**config.mk**
```make
export PLATFORM = sky130hd
export DESIGN_NAME = acc_alu
export DESIGN_NICKNAME = d
export VERILOG_FILES = /design/src/rtl/acc_alu_pkg.sv /design/src/rtl/acc_alu_dec.sv /design/src/rtl/acc_alu_arith.sv /design/src/rtl/acc_alu_flags.sv /design/src/rtl/acc_alu.sv
export SDC_FILE = /design/constraint.sdc
export NUM_CORES = 1
export LEC_CHECK = 0
export BUFFER_PORTS_ARGS = -buffer_cell sky130_fd_sc_hd__buf_2
export CAP_MARGIN = 5
export CORE_MARGIN = 2
export CORE_UTILIZATION = 50
export DETAILED_ROUTE_END_ITERATION = 12
export PLACE_DENSITY = 0.73
export SLEW_MARGIN = 20
export SYNTH_ARGS = -nofsm -noshare
export SYNTH_HDL_FRONTEND = slang
export SYNTH_SLANG_ARGS = --single-unit
```
**constraint.sdc**
```tcl
create_clock -name clk -period 6.06 [get_ports clk]
set_input_delay 0.606 -clock clk [delete_from_list [all_inputs] [get_ports clk]]
set_output_delay 0.606 -clock clk [all_outputs]
set_load 0.05 [all_outputs]
```
**src/rtl/acc_alu_pkg.sv**
```systemverilog
`timescale 1ns/1ps
package acc_alu_pkg;
  typedef enum logic [3:0] {
    OP_ADD = 4'd0, OP_ADC = 4'd1, OP_SUB = 4'd2, OP_SBB = 4'd3,
    OP_AND = 4'd4, OP_XOR = 4'd5, OP_OR  = 4'd6, OP_CMP = 4'd7,
    OP_INA = 4'd8, OP_DCA = 4'd9, OP_INX = 4'd10, OP_DCX = 4'd11
  } alu_op_e;

  typedef enum logic [1:0] {LG_AND = 2'd0, LG_XOR = 2'd1, LG_OR = 2'd2} lg_sel_e;

  typedef struct packed {
    logic    valid;
    logic    wr_acc;
    logic    unary;
    logic    on_tmp;
    logic    dec;
    logic    sub;
    logic    use_cin;
    logic    is_logic;
    logic    keep_cy;
    lg_sel_e lsel;
  } alu_ctl_t;

  localparam int FB_S  = 7;
  localparam int FB_Z  = 6;
  localparam int FB_AC = 4;
  localparam int FB_P  = 2;
  localparam int FB_CY = 0;
  localparam logic [7:0] FLAG_FIXED_ONE = 8'h02;
endpackage

```
**src/rtl/acc_alu_dec.sv**
```systemverilog
`timescale 1ns/1ps
module acc_alu_dec
  import acc_alu_pkg::*;
(
  input  logic [3:0] op_i,
  output alu_ctl_t   ctl_o
);
  always_comb begin
    ctl_o = '0;
    ctl_o.lsel = LG_AND;
    case (op_i)
      OP_ADD: begin ctl_o.valid = 1'b1; ctl_o.wr_acc = 1'b1; end
      OP_ADC: begin ctl_o.valid = 1'b1; ctl_o.wr_acc = 1'b1; ctl_o.use_cin = 1'b1; end
      OP_SUB: begin ctl_o.valid = 1'b1; ctl_o.wr_acc = 1'b1; ctl_o.sub = 1'b1; end
      OP_SBB: begin ctl_o.valid = 1'b1; ctl_o.wr_acc = 1'b1; ctl_o.sub = 1'b1; ctl_o.use_cin = 1'b1; end
      OP_AND: begin ctl_o.valid = 1'b1; ctl_o.wr_acc = 1'b1; ctl_o.is_logic = 1'b1; ctl_o.lsel = LG_AND; end
      OP_XOR: begin ctl_o.valid = 1'b1; ctl_o.wr_acc = 1'b1; ctl_o.is_logic = 1'b1; ctl_o.lsel = LG_XOR; end
      OP_OR:  begin ctl_o.valid = 1'b1; ctl_o.wr_acc = 1'b1; ctl_o.is_logic = 1'b1; ctl_o.lsel = LG_OR; end
      OP_CMP: begin ctl_o.valid = 1'b1; ctl_o.sub = 1'b1; end
      OP_INA: begin ctl_o.valid = 1'b1; ctl_o.wr_acc = 1'b1; ctl_o.unary = 1'b1; ctl_o.keep_cy = 1'b1; end
      OP_DCA: begin ctl_o.valid = 1'b1; ctl_o.wr_acc = 1'b1; ctl_o.unary = 1'b1; ctl_o.dec = 1'b1; ctl_o.keep_cy = 1'b1; end
      OP_INX: begin ctl_o.valid = 1'b1; ctl_o.unary = 1'b1; ctl_o.on_tmp = 1'b1; ctl_o.keep_cy = 1'b1; end
      OP_DCX: begin ctl_o.valid = 1'b1; ctl_o.unary = 1'b1; ctl_o.on_tmp = 1'b1; ctl_o.dec = 1'b1; ctl_o.keep_cy = 1'b1; end
      default: ctl_o = '0;
    endcase
  end
endmodule

```
**src/rtl/acc_alu_arith.sv**
```systemverilog
`timescale 1ns/1ps
module acc_alu_arith
  import acc_alu_pkg::*;
#(
  parameter int DATA_W = 8,
  parameter int NIB_W  = 4
) (
  input  alu_ctl_t            ctl_i,
  input  logic [DATA_W-1:0]   acc_i,
  input  logic [DATA_W-1:0]   tmp_i,
  input  logic                cy_i,
  output logic [DATA_W-1:0]   res_o,
  output logic                cy_o,
  output logic                hc_o
);
  logic [DATA_W-1:0] op_a, op_b, lg_res;
  logic              cin;
  logic [DATA_W:0]   full_sum;
  logic [NIB_W:0]    low_sum;

  always_comb begin
    if (ctl_i.unary) begin
      op_a = ctl_i.on_tmp ? tmp_i : acc_i;
      op_b = ctl_i.dec ? {DATA_W{1'b1}} : '0;
      cin  = ~ctl_i.dec;
    end else begin
      op_a = acc_i;
      op_b = ctl_i.sub ? ~tmp_i : tmp_i;
      cin  = ctl_i.sub ? ~(ctl_i.use_cin & cy_i) : (ctl_i.use_cin & cy_i);
    end
  end

  assign full_sum = {1'b0, op_a} + {1'b0, op_b} + {{DATA_W{1'b0}}, cin};
  assign low_sum  = {1'b0, op_a[NIB_W-1:0]} + {1'b0, op_b[NIB_W-1:0]} + {{NIB_W{1'b0}}, cin};

  always_comb begin
    case (ctl_i.lsel)
      LG_XOR:  lg_res = acc_i ^ tmp_i;
      LG_OR:   lg_res = acc_i | tmp_i;
      default: lg_res = acc_i & tmp_i;
    endcase
  end

  always_comb begin
    if (ctl_i.is_logic) begin
      res_o = lg_res;
      cy_o  = 1'b0;
      hc_o  = 1'b0;
    end else begin
      res_o = full_sum[DATA_W-1:0];
      cy_o  = ctl_i.sub ? ~full_sum[DATA_W] : full_sum[DATA_W];
      hc_o  = low_sum[NIB_W];
    end
  end
endmodule

```
**src/rtl/acc_alu_flags.sv**
```systemverilog
`timescale 1ns/1ps
module acc_alu_flags
  import acc_alu_pkg::*;
#(
  parameter int DATA_W = 8
) (
  input  logic [DATA_W-1:0] res_i,
  input  logic              cy_i,
  input  logic              hc_i,
  input  logic              keep_cy_i,
  input  logic              cy_old_i,
  output logic [7:0]        flags_o
);
  logic [7:0] live;

  always_comb begin
    live        = '0;
    live[FB_S]  = res_i[DATA_W-1];
    live[FB_Z]  = (res_i == '0);
    live[FB_AC] = hc_i;
    live[FB_P]  = ~(^res_i);
    live[FB_CY] = keep_cy_i ? cy_old_i : cy_i;
  end

  for (genvar i = 0; i < 8; i++) begin : g_bit
    if (FLAG_FIXED_ONE[i]) begin : g_one
      assign flags_o[i] = 1'b1;
    end else begin : g_live
      assign flags_o[i] = live[i];
    end
  end
endmodule

```
**src/rtl/acc_alu.sv**
```systemverilog
`timescale 1ns/1ps
module acc_alu
  import acc_alu_pkg::*;
#(
  parameter int DATA_W = 8,
  parameter int NIB_W  = 4
) (
  input  logic              clk,
  input  logic              rst,
  input  logic [3:0]        op_i,
  input  logic              exec_i,
  input  logic              tmp_ld_i,
  input  logic              acc_ld_i,
  input  logic [DATA_W-1:0] opnd_i,
  output logic [DATA_W-1:0] acc_o,
  output logic [7:0]        flags_o,
  output logic [DATA_W-1:0] res_o
);
  alu_ctl_t          ctl;
  logic [DATA_W-1:0] acc_q, tmp_q, res_q, res_d;
  logic [7:0]        flags_q, flags_d;
  logic              cy_d, hc_d;

  acc_alu_dec u_dec (.op_i(op_i), .ctl_o(ctl));

  acc_alu_arith #(.DATA_W(DATA_W), .NIB_W(NIB_W)) u_arith (
    .ctl_i(ctl), .acc_i(acc_q), .tmp_i(tmp_q), .cy_i(flags_q[FB_CY]),
    .res_o(res_d), .cy_o(cy_d), .hc_o(hc_d)
  );

  acc_alu_flags #(.DATA_W(DATA_W)) u_flags (
    .res_i(res_d), .cy_i(cy_d), .hc_i(hc_d), .keep_cy_i(ctl.keep_cy),
    .cy_old_i(flags_q[FB_CY]), .flags_o(flags_d)
  );

  always_ff @(posedge clk) begin
    if (rst) begin
      acc_q   <= '0;
      tmp_q   <= '0;
      res_q   <= '0;
      flags_q <= FLAG_FIXED_ONE;
    end else begin
      if (tmp_ld_i) tmp_q <= opnd_i;
      if (exec_i) begin
        if (ctl.valid) begin
          flags_q <= flags_d;
          res_q   <= res_d;
          if (ctl.wr_acc) acc_q <= res_d;
        end
      end else if (acc_ld_i) begin
        acc_q <= opnd_i;
      end
    end
  end

  assign acc_o   = acc_q;
  assign flags_o = flags_q;
  assign res_o   = res_q;
endmodule

```
# Word-level counts from Yosys, hierarchy flattened
# Cells that the tools add are included.
# word_totals
regBits,29
ramBits,0
rom_bits,0
output_inout_bits,24
inputBits,17
latchBits,0
memories,0
wordCells,74
# classes
n_eq_ne,15
mux,25
n_shift,0
reduce_logical,15
n_bitwise,10
multipliers,0
n_addsub,4
order_cmp,0
div,0
# op_table
op,count
8-bit two-way mux,10
"4-bit by 3-bit == test with 1-bit output, second input constant",4
"4-bit == test, second input constant",4
8-bit one-hot mux with 2 select lines,1
1-bit two-way mux,13
12-bit OR reduction,1
8-bit by 8-bit adder with 9-bit output,1
9-bit by 1-bit adder with 9-bit output,1
9-bit OR reduction,1
8-bit AND,1
"4-bit by 2-bit == test with 1-bit output, second input constant",2
8-bit zero test,1
8-bit NOT,1
8-bit bitwise OR,1
8-bit parity,1
8-bit bitwise XOR,1
3-bit AND reduction,2
2-bit OR reduction,3
3-bit OR reduction,2
4-bit by 4-bit adder with 5-bit output,1
5-bit by 1-bit adder with 5-bit output,1
1-bit NOT,5
"4-bit by 1-bit == test with 1-bit output, second input constant",1
4-bit zero test,1
8 further kinds,9

# Depth between registers and ports, before layout
# logic_depth
ltp_word,12
mapped_depth,16
mapped_depth_nobuf,16

# By module
# From an unflattened synthesis, not the netlist that was laid out.
# hier_totals
cells_unflattened,356
area_unflattened_um2,2676.3
# by_module_without_submodules
module,cells_per_inst,area_each_um2,seq_area_each_um2,n_inst
acc_alu,136,1244.9,640.6,1
acc_alu_arith,182,1153.6,0.0,1
acc_alu_flags,24,171.4,0.0,1
acc_alu_dec,14,106.4,0.0,1

# Worst setup path after synthesis
# No wires, ideal clock.
# synth_timing
path_kind,input-to-reg
from,input op_i[1]
to,"register flags_q[2], in the netlist flags_o[2]"
path_buffers,1
arrival_time_ps,3986
required_ps,5989
slack_ps,2003
cell_stages,15
setup_ps,71
path_cell_list,buf_4 -> a21boi_1 -> a21oi_1 -> o221a_2 -> fa_1 -> fa_1 -> a211oi_2 -> o21ba_1 -> a31oi_1 -> a31o_2 -> ha_1 -> xnor2_1 -> xnor2_1 -> nand2_1 -> a21oi_1
# synth_between
elab_chain_len,11
word_cells_on_any_way,46
classes_between,add/sub (2); eq/ne (13); mux (17); bitwise (4); reduce/logical (10)
# synth_rtl
item,line,source
start: declaration,acc_alu.sv:10,"input logic [3:0] op_i,"
branches (longest 11 deep; another with 8-bit by 8-bit adder with 9-bit output),n/a,
end signal: assignment,acc_alu.sv:46,flags_q <= flags_d;
end: declaration,acc_alu.sv:21,"logic [7:0] flags_q, flags_d;"
# Several ways; the timed one is not identified.
# A chain may end at the register's enable or synchronous reset.

# Worst setup path in the final report
# Ends and elaborated chain as after synthesis.

==> key figures <==
Floorplanning
  – Initial Util: 51.44%
  – I/O pins: 41
  – Area of the die: 5780 sq um
  – Row Count: 26
  – Die width: 76.03 microns
  – Die H: 76.03 microns
  – Area inside the core boundary: 5042 sq um

Synthesis
  – Number of enable-type register cells in the synthesized netlist: 0
  – Commonest register cell after synthesis: sky130_fd_sc_hd__dfxtp_1
  – Simple-gate area share of the yosys netlist: 17.22%
  – Cells after Synth: 334
  – Synthesized area: 2594 sq um
  – Number of synthesized register bits: 28
  – Adder and majority cell fraction of the synthesized area: 15.53%
  – Sequential area share after synthesis: 21.61%
  – Async S/R FF share, synth: 0%
  – Synthesis warning total: 0
  – Area share of xor/xnor cells in the synthesized design: 1.351%
  – Mux contribution to synthesized area: 3.907%
  – Synth Area in Compound Gates: 30.68%
  – Distinct cell type count after synthesis: 59
  – Main combinational cell family by area after synthesis: compound AO/OA/AOI/OAI gates
  – Average cell area after synthesis: 7.766 sq um

Timing
  – Endpoints failing setup: 0
  – Post-Route Skew: 3.854 ps
  – Crit path time final: 4333 ps
  – RSZ-0062 raised after global routing: false
  – Worst-case hold slack: 459.1 ps
  – Max-slew violation count: 0
  – FMAX: 230.8 MHz
  – Tcrit/Tclk final: 71.50%
  – Actual slew at the worst max-slew pin: 706.0 ps
  – Final-report hold violation count: 0
  – Normalized max-slew margin: 52.93%
  – Setup TNS: 0 ps

GRT
  – Maximum number of pins on one net before global-route repair: 30
  – Gr usage total: 24.71%
  – Antenna violations before repair: 0
  – Total global routing overflow: 0
  – Wire length of the first global-routing pass: 11720 microns
  – Number of global-route vias before repair: 2372

Drt
  – DR vias/cell: 6.038
  – Number of iterations in the first detailed-routing pass: 5
  – Violation count after the first detailed-routing iteration: 197
  – Average routed wire per standard cell: 16.55 microns
  – DR DRC count: 0
  – Total detailed-routing wirelength: 7001 microns
  – Antenna-violating nets left: 0
  – Number of vias after detailed routing: 2554

Power and ir drop
  – Largest voltage drop on the vdd net: 0.1587 mV
  – Leakage power of the design: 1.295 nW
  – Power per cell area: 261.3 nW/um^2
  – Total power: 0.7373 mW

Run status
  – Result of the run: complete, no violations

Clock network
  – TritonCTS clock tree: yes
  – Post-CTS Hold Buffers: 0
  – Clk slew on worst S/H paths: 100 ps
  – Post-cts sizing count: 0
  – Number of setup buffers added after CTS: 0
  – CTS H-Tree Depth: 1
  – CTS Buf Count: 3
  – Root buffer selected by CTS: sky130_fd_sc_hd__clkbuf_8
  – Clock Sinks: 28
  – Number of buffers on the longest clock path: 2
  – Skew-Pair Late Insertion Delay: 290 ps

Worst setup path
  – Worst-path fanout max: 19
  – Critical path startpoint category: input port
  – Stage delay of the slowest cell on the critical path: 580 ps
  – Type of destination of the critical path: flop
  – Slowest cell on crit path: sky130_fd_sc_hd__a21boi_1
  – Buffers and inverters on the worst path: 1
  – Largest delay share family, worst path: compound AO/OA/AOI/OAI gates
  – Setup CP Type: in -> reg
  – Data arrival time of the worst path: 4560 ps
  – Worst path cell trace: buf_2 -> a21boi_1 -> a21oi_1 -> o221a_2 -> fa_1 -> fa_1 -> a211oi_2 -> o21ba_1 -> a31oi_1 -> a31o_2 -> ha_1 -> xnor2_1 -> xnor2_1 -> nand2_1 -> a21oi_1
  – Critical path data required time: 6280 ps

Min path
  – Type of the tightest min-delay check: reg -> reg

Layout
  – Share of the core filled with cells in the final layout: 55.96%
  – Commonest non-fill, non-tap cell in the layout: sky130_fd_sc_hd__nor2_1
  – Share of layout cells above drive strength 1: 18.70%
  – Number of diodes added for antenna fixing: 0
  – Syn-to-layout area delta: 8.780%
  – Net count of the finished layout: 402
  – Most frequent cells in the layout: sky130_fd_sc_hd__nor2_1, sky130_fd_sc_hd__buf_2, sky130_fd_sc_hd__inv_1

Flow run
  – Reported max-cap violation count: 0

Placement
  – Detailed-placement wirelength estimate: 5394 microns
  – Final estimated routing congestion in global placement: 0.9003
  – Port bufs: 37
## synthesized netlist by cell type (6+ instances only)
master	n	share of area, %
sky130_fd_sc_hd__o221a_2	8	3.5
sky130_fd_sc_hd__nand2_1	25	3.6
sky130_fd_sc_hd__nor2_1	38	5.5
sky130_fd_sc_hd__ha_1	29	14
sky130_fd_sc_hd__buf_4	9	2.6
sky130_fd_sc_hd__a211oi_1	14	4.1
sky130_fd_sc_hd__a21oi_1	25	4.8
sky130_fd_sc_hd__dfxtp_1	28	22
sky130_fd_sc_hd__clkbuf_1	11	1.6
sky130_fd_sc_hd__o21ai_0	15	2.9
sky130_fd_sc_hd__inv_1	32	4.6
sky130_fd_sc_hd__a221oi_1	6	2.0
sky130_fd_sc_hd__mux2i_1	9	3.5
## metal layers
metal | track usage (%) | up-vias | share of wire (%)
met3 | 3.555 | 28 | 7.0
met2 | 40.63 | 104 | 45
met4 | 9.818 | 0 | 3.7
li1 | - | 1224 | -
met1 | 32.81 | 1198 | 44
met5 | 0 | - | 0
## layout make-up
class | count | area [sq um]
clock buffer | 3 | 41.29
inverter | 32 | 120.1
sequential | 28 | 560.5
multi-input combinational | 252 | 1797
tap | 70 | 87.58
clock inverter | 1 | 30.03
fill | 470 | 2221
timing repair buffer | 37 | 185.2
## final timing paths
check,start,end,slack (ps),cells past startpoint
max,op_i[1],flags_o[2]$_SDFFE_PP0P_,1730,15
min,res_o[2]$_SDFFE_PP0P_,res_o[2]$_SDFFE_PP0P_,460,2
max reg2reg,tmp_q[0]$_SDFFE_PP0P_,flags_o[2]$_SDFFE_PP0P_,2460,13
min reg2reg,res_o[2]$_SDFFE_PP0P_,res_o[2]$_SDFFE_PP0P_,460,2
## report_power, final
part / switching (mW) / total, mW / internal, mW
combinational: 0.229 / 0.361 / 0.131
clock: 0.0662 / 0.155 / 0.0888
sequential: 0.0186 / 0.222 / 0.203
total: 0.314 / 0.737 / 0.423
## logic make-up after synthesis
| group | Yosys count |
|---|---|
| flip-flops | 28 |
| AO/OA/AOI/OAI | 108 |
| XOR/XNOR | 4 |
| buffers and inverters | 55 |
| multiplexers | 10 |
| AND/OR/NAND/NOR | 96 |
| other | 2 |
| adder cells (fa/ha/maj) | 31 |
## worst reg2reg max path: cells and delay by family, from the launching register on
kind            cells  cell delay (ps)
compound gates      7             1410
xor+xnor            2              340
fa+ha+maj           3             1240
flops               1              460
simple gates        1               70
## metrics by stage
stage	instances	area (sq um)	worst slack, ps
after floorplan	335	2597	2003
after global placement	419	2746	1596
after detailed placement	419	2746	1481
after CTS	423	2818	1768
after global routing	423	2821	1472
final	423	2821	1727
## sequential cells by signal, indices dropped and copies added, names as in the netlist
signal and count:
acc_o 8, flags_o 5, res_o 7, tmp_q 8
(Power assumes the default switching activity.)
